### src/rtl/shreg_pkg.sv
package shreg_pkg;
   typedef enum logic [2:0] {
      OP_HOLD = 3'd0,
      OP_LOAD = 3'd1,
      OP_ASR  = 3'd2,
      OP_LSR  = 3'd3,
      OP_ROR  = 3'd4,
      OP_SHL  = 3'd5
   } shreg_op_e;

   typedef struct packed {
      logic load;
      logic asr;
      logic lsr;
      logic ror;
      logic shl;
   } shreg_cmd_t;
endpackage

### src/rtl/shreg_cmd_arb.sv
module shreg_cmd_arb
   import shreg_pkg::*;
(
   input  shreg_cmd_t cmd,
   output shreg_op_e  op
);
   // fixed priority: load > asr > lsr > ror > shl
   always_comb begin
      if (cmd.load)      op = OP_LOAD;
      else if (cmd.asr)  op = OP_ASR;
      else if (cmd.lsr)  op = OP_LSR;
      else if (cmd.ror)  op = OP_ROR;
      else if (cmd.shl)  op = OP_SHL;
      else               op = OP_HOLD;
   end
endmodule

### src/rtl/shreg_bit_mux.sv
module shreg_bit_mux
   import shreg_pkg::*;
#(
   parameter int WIDTH = 16
) (
   input  shreg_op_e        op,
   input  logic [WIDTH-1:0] cur,
   input  logic [WIDTH-1:0] din,
   output logic [WIDTH-1:0] nxt,
   output logic             out_bit
);
   localparam int MSB = WIDTH - 1;

   for (genvar i = 0; i < WIDTH; i++) begin : g_bit
      logic from_hi;
      logic from_lo;
      if (i == MSB) begin : g_top
         always_comb begin
            case (op)
               OP_ASR:  from_hi = cur[MSB];
               OP_ROR:  from_hi = cur[0];
               default: from_hi = 1'b0;
            endcase
         end
      end else begin : g_mid_hi
         assign from_hi = cur[i+1];
      end
      if (i == 0) begin : g_bot
         assign from_lo = 1'b0;
      end else begin : g_mid_lo
         assign from_lo = cur[i-1];
      end

      always_comb begin
         case (op)
            OP_LOAD:               nxt[i] = din[i];
            OP_ASR, OP_LSR, OP_ROR: nxt[i] = from_hi;
            OP_SHL:                nxt[i] = from_lo;
            default:               nxt[i] = cur[i];
         endcase
      end
   end

   always_comb begin
      case (op)
         OP_ASR, OP_LSR, OP_ROR: out_bit = cur[0];
         OP_SHL:                 out_bit = cur[MSB];
         default:                out_bit = 1'b0;
      endcase
   end
endmodule

### src/rtl/shreg_multimode.sv
module shreg_multimode
   import shreg_pkg::*;
#(
   parameter int WIDTH = 16
) (
   input  logic             clk,
   input  logic             rst,
   input  logic             cmd_load,
   input  logic             cmd_asr,
   input  logic             cmd_lsr,
   input  logic             cmd_ror,
   input  logic             cmd_shl,
   input  logic [WIDTH-1:0] load_data,
   output logic [WIDTH-1:0] q,
   output logic             shift_out
);
   if (WIDTH < 2) begin : g_bad_width
      $error("shreg_multimode: WIDTH must be at least 2");
   end

   shreg_cmd_t       cmd;
   shreg_op_e        op;
   logic [WIDTH-1:0] q_nxt;
   logic             so_nxt;

   assign cmd = '{load: cmd_load, asr: cmd_asr, lsr: cmd_lsr,
                  ror: cmd_ror, shl: cmd_shl};

   shreg_cmd_arb i_arb (
      .cmd (cmd),
      .op  (op)
   );

   shreg_bit_mux #(.WIDTH(WIDTH)) i_mux (
      .op      (op),
      .cur     (q),
      .din     (load_data),
      .nxt     (q_nxt),
      .out_bit (so_nxt)
   );

   always_ff @(posedge clk) begin
      if (rst) begin
         q         <= '0;
         shift_out <= 1'b0;
      end else begin
         q         <= q_nxt;
         shift_out <= so_nxt;
      end
   end
endmodule

### config.mk
export PLATFORM = sky130hd
export DESIGN_NAME = shreg_multimode
export DESIGN_NICKNAME = d
export VERILOG_FILES = /design/src/rtl/shreg_pkg.sv /design/src/rtl/shreg_cmd_arb.sv /design/src/rtl/shreg_bit_mux.sv /design/src/rtl/shreg_multimode.sv
export SDC_FILE = /design/constraint.sdc
export NUM_CORES = 1
export LEC_CHECK = 0
export BUFFER_PORTS_ARGS = -buffer_cell sky130_fd_sc_hd__buf_4
export CORE_ASPECT_RATIO = 0.5
export CORE_UTILIZATION = 30
export DETAILED_ROUTE_END_ITERATION = 7
export GPL_TIMING_DRIVEN = 0
export PLACE_DENSITY_LB_ADDON = 0.2
export SETUP_SLACK_MARGIN = 0.5
export SLEW_MARGIN = 20
export SYNTH_ARGS = -nofsm -noshare
export SYNTH_HDL_FRONTEND = slang
export SYNTH_SLANG_ARGS = --single-unit
export TNS_END_PERCENT = 5
### constraint.sdc
create_clock -name clk -period 1.4 [get_ports clk]
set_input_delay 0.14 -clock clk [delete_from_list [all_inputs] [get_ports clk]]
set_output_delay 0.14 -clock clk [all_outputs]
set_load 0.01 [all_outputs]
# Yosys cells after proc, flatten, opt, wreduce, memory -nomap -nowiden
# Cells that the tools add are included.
# Widths: inputs -> output; s select.
# word_totals
word_cells	35
reg_bits	17
# classes
n_reduce_logical	3
n_eq_ne	6
mux	23
# ops
operator	count
$pmux 1 s3	16
$mux 3	5
$eq 3x2->1 const B	2
$eq 3x3->1 const B	2
$pmux 1 s2	2
$eq 3x1->1 const B	1
$reduce_bool 3->1	1
$reduce_or 3->1	1
$ne 2x2->1 const B	1
$reduce_and 2->1	1

# Logic depth before layout (Yosys ltp)
# logic_depth
ltp_word	9
ltp_mapped	5
depth_no_buf	3

# Cells and area by module
# A second synthesis with hierarchy kept.
# hier_totals
hier_cells	123
hier_area_um2	1320.0
# by_module_without_submodules
mod	cells_each	n_inst	seq_area_each_um2	area_each_um2
shreg_bit_mux	81	1	0.0	807.0
shreg_multimode	35	1	340.3	475.5
shreg_cmd_arb	7	1	0.0	37.5

# Worst setup path before layout
# OpenSTA, ideal clock, no wires.
# synth_timing
path_kind	input to register
startpoint	in cmd_asr
endpoint	reg q[2]
stages	5
arrival_time_ns	0.961
setup_time_ns	0.136
setup_slack_ns	0.303
path_cell_list	or3_1 > buf_6 > buf_6 > nand3_1 > a311oi_2
# synth_via
elab_chain_cells	5
word_cells_on_any_way	10
classes_between	eq/ne (5); mux (3); reduce/logical (2)
# synth_lines
element	line	source
start, declared	shreg_multimode.sv:9	input logic cmd_asr,
$mux 3 (*)	shreg_cmd_arb.sv:10	else if (cmd.asr) op = OP_ASR;
$mux 3 (*)	shreg_cmd_arb.sv:9	if (cmd.load) op = OP_LOAD;
$eq 3x2->1 / $eq 3x3->1 (equally long branches)	shreg_bit_mux.sv:35	case (op)
$reduce_or 3->1	shreg_bit_mux.sv:35	
$pmux 1 s3 / $reduce_bool 3->1 (equally long branches)	--	
end signal, assigned	shreg_multimode.sv:47	q <= q_nxt;
end, declared	shreg_multimode.sv:14	output logic [WIDTH-1:0] q,
# Mark *: on every way between the ends. The rest lies on a longest branch, timed or not.
# A chain may end at the register's enable or synchronous reset.

# Worst setup path in the final report
# layout_timing
startpoint	in cmd_load
endpoint	reg q[9]
# layout_via
elab_chain_cells	4
word_cells_on_any_way	9
classes_between	eq/ne (5); mux (2); reduce/logical (2)
# layout_lines
element	line	source
start, declared	shreg_multimode.sv:8	input logic cmd_load,
$mux 3 (*)	shreg_cmd_arb.sv:9	
$eq 3x2->1 / $eq 3x3->1 (equally long branches)	shreg_bit_mux.sv:35	
$reduce_or 3->1	shreg_bit_mux.sv:35	
$pmux 1 s3 / $reduce_bool 3->1 (equally long branches)	--	
# Marked as above.

==> impl_summary.log <==
[metrics] met1 Use GR: 29.6%
[metrics] clock slew seen by the registers of the worst setup and hold paths: 0.07 ns
[metrics] leakage dissipation: 0.622 nW
[metrics] RR Startpoint: q[14]$_SDFFE_PP0P_
[metrics] count of port buffers added during placement: 38
[metrics] Clock Sink Count: 17
[metrics] fraction of final layout cells sized beyond drive strength 1: 53.1%
[metrics] net total in the final layout: 199
[metrics] H-tree lvl count: 1
[metrics] Num CTS Buffers: 3
[metrics] Max FO, Critical Path: 10
[metrics] fin cells: 215
[metrics] Total Power: 0.00129 W
[metrics] post-synthesis net count: 144
[metrics] Floorplan Core Area: 3120 µm²
[metrics] Non-Filler Cell Area, Final: 1710 µm²
[metrics] global placer's final weighted congestion: 0.811
[metrics] antenna diode instance count: 0
[metrics] dominant register cell in the synthesized netlist: sky130_fd_sc_hd__dfxtp_1
[metrics] depth of the worst register-to-register path: 3
[metrics] synthesized area per cell: 8.40 µm²
[metrics] Worst Clk Skew: 0.00580 ns
[metrics] data arrival time of the critical path: 1.22 ns
[metrics] maximum buffer depth of the clock tree: 2
[metrics] commonest non-fill, non-tap cell in the layout: sky130_fd_sc_hd__buf_4
[metrics] via-per-instance ratio: 5.97
[metrics] Cell Chain, Critical Path: buf_4, buf_2, clkbuf_2, nor4_1, a311oi_1
[metrics] share of the clock period used by the worst path after layout: 75.5%
[metrics] CTS root buf: sky130_fd_sc_hd__clkbuf_8
[metrics] # placed instances: 199
[metrics] fraction of registers with async set/reset: 0%
[metrics] worst hold path class: input port to flop
[metrics] remaining number of nets flagged by the antenna check after routing: 0
[metrics] number of endpoints with negative hold slack in the final report: 0
[metrics] commonest non-fill, non-tap cells in the layout: 44 x sky130_fd_sc_hd__buf_4, 15 x sky130_fd_sc_hd__o21ai_0, 13 x sky130_fd_sc_hd__dfxtp_1
[metrics] clock latency on the worst-skew pair: 0.26 ns
[metrics] half-perimeter wire length after placement: 2280 µm
[metrics] count of cell types in the netlist: 30
[metrics] Tmin final: 1.06 ns
[metrics] cell count along the critical path: 5
[metrics] delay of the slowest cell on the worst path: 0.37 ns
[metrics] pin count of the biggest net entering global routing: 11
[metrics] total number of vias: 1284
[metrics] internal reg-to-reg setup slack: 0.41 ns
[metrics] detail-routed net length per standard cell: 18.0 µm
[metrics] maximum ir drop on the vdd rail: 0.000301 V
[metrics] Final Max Slew Viols: 0
[metrics] Total Routed Length: 3870 µm
[metrics] DRC: 4
[metrics] share of the yosys chip area belonging to registers: 33.5%
[metrics] max cap viols: 0
[metrics] global routing's busiest layer: met1
[metrics] Post-DP Area: 1370 µm²
[metrics] maximum operating frequency: 0.946 GHz
[metrics] Area Growth Syn to Fin: 68.1%
[metrics] critical path buffer and inverter count: 3
[metrics] required time of the worst setup path: 1.56 ns
[metrics] All-Layer GR Usage: 20.0%
[metrics] Cells after Synth: 121
[metrics] type of destination of the critical path: flop
[metrics] # setup viols final: 0
[metrics] number of DRC markers after the initial detailed-route iteration: 127
[metrics] standard cell with the maximum stage delay on the critical path: sky130_fd_sc_hd__clkbuf_2
[metrics] crit start category: input port
[metrics] Worst Setup Path Type: input port to flop
[metrics] starting utilization of the core area: 32.6%
[metrics] flop and latch count out of synthesis: 17
[metrics] number of global-route vias before repair: 1081
[metrics] worst rel slew slack: 60.3%
[metrics] drt first pass iters: 6
[metrics] delay-heaviest family, CP: buffers and inverters
[metrics] setup_tns: 0 ns
[metrics] Syn. warnings: 0
[metrics] hold-fix buffer count after cts: 0
[metrics] Post-synth EDFFs: 0
[metrics] worst reg2reg path endpoint: q[15]$_SDFFE_PP0P_
[metrics] unrepaired setup endpoints after global routing: true
[metrics] DIE HEIGHT: 43.2 µm
[metrics] Row Count: 14
[metrics] met2 track demand over resource: 28.4%
[metrics] failing checks: DRC
[metrics] TritonCTS clock tree: yes
[metrics] initial antenna violation count: 0
[metrics] I/O pins: 40
[metrics] Cell Area, Synth: 1020 µm²
[metrics] die width: 84.3 µm
[metrics] sink of the worst hold path: q[0]$_SDFFE_PP0P_
[metrics] GRT Residual Overflow: 0
[metrics] WHS Path Cells: 3
[metrics] launch point of the worst hold path: load_data[0]
[metrics] Slew @ Worst Pin: 0.596 ns
[metrics] power density relative to cell area: 756 nW/µm²
[metrics] outcome: finished with violations
[metrics] met3 global-route usage: 5.25%
[metrics] floorplan die area: 3640 µm²
[metrics] first-pass GRT wire length: 5570 µm
[layer usage]
layer	part of all wire, %	wire length (µm)
met1	46	1770
met2	46	1780
met3	7.8	301
met4	0.26	10
met5	0	0
[cells in the mapped netlist (2+ instances only)]
cell type,instances,area share [%]
sky130_fd_sc_hd__o21ai_1,9,4.4
sky130_fd_sc_hd__nand3_1,15,7.4
sky130_fd_sc_hd__buf_2,3,1.5
sky130_fd_sc_hd__dfxtp_1,17,33
sky130_fd_sc_hd__nand2_1,3,1.1
sky130_fd_sc_hd__clkbuf_1,5,1.8
sky130_fd_sc_hd__o21ai_0,18,8.9
sky130_fd_sc_hd__nor4_2,2,2.5
sky130_fd_sc_hd__nor2_1,2,0.74
sky130_fd_sc_hd__a311oi_1,11,9.5
sky130_fd_sc_hd__buf_6,2,2.2
sky130_fd_sc_hd__nor4_1,13,8.0
sky130_fd_sc_hd__a311oi_2,3,4.4
sky130_fd_sc_hd__buf_4,2,1.5
[worst max path at each step]
stage                        start           endpoint
after floorplan            cmd_shl  q[2]$_SDFFE_PP0P_
after global placement     cmd_shl  q[2]$_SDFFE_PP0P_
after detailed placement  cmd_load  q[8]$_SDFFE_PP0P_
after CTS                  cmd_asr  q[7]$_SDFFE_PP0P_
after global routing      cmd_load  q[9]$_SDFFE_PP0P_
final                     cmd_load  q[9]$_SDFFE_PP0P_
[flip-flops by register name, indices dropped and copies added, names as in the netlist]
| register | count |
|---|---|
| q | 16 |
| shift_out | 1 |
[stage by stage]
stage          setup WS, ns  hold slack (ns)  util, %
3_5_place_dp        -0.0177            0.432     44.0
2_1_floorplan         0.329            0.310        -
5_1_grt               0.322            0.169     54.8
4_1_cts               0.374            0.165     48.5
3_3_place_gp        0.00313            0.433     44.0
6_report              0.343            0.165     54.8
[cell type report]
cell class	count	area [µm²]
buffer	14	115
timing repair buffer	50	447
fill	292	1410
clock buffer	4	45.0
multi-input combinational	88	696
tap	40	50.0
inverter	2	7.51
sequential	17	348
[power breakdown]
part	internal (W)	total [W]	switching, W
logic	0.000177	0.000344	0.000167
clock network	0.000202	0.000387	0.000184
registers	0.000517	0.000560	0.0000432
[worst min-delay path: cells and delay by family]
| kind | cells | cell delay (ns) |
|---|---|---|
| buffers and inverters | 1 | 0.11 |
| AND/OR/NAND/NOR | 1 | 0.08 |
| AO/OA/AOI/OAI | 1 | 0.05 |
[what timing repair did]
action,in CTS,in global routing
resized for setup,18,28
setup buffers,4,4
gates cloned,1,3
pin swaps,14,6
setup endpoints to repair,33,33
[cell families (layout without fill, tap and decap cells)]
| group | Yosys count | after routing | share of synthesized area [%] |
|---|---|---|---|
| flops | 17 | 17 | 33.5 |
| mux | 1 | 1 | 0.985 |
| compound gates | 46 | 46 | 31.7 |
| buf+inv | 16 | 70 | 8.62 |
| simple gates | 41 | 41 | 25.2 |
(Power assumes the default switching activity.)
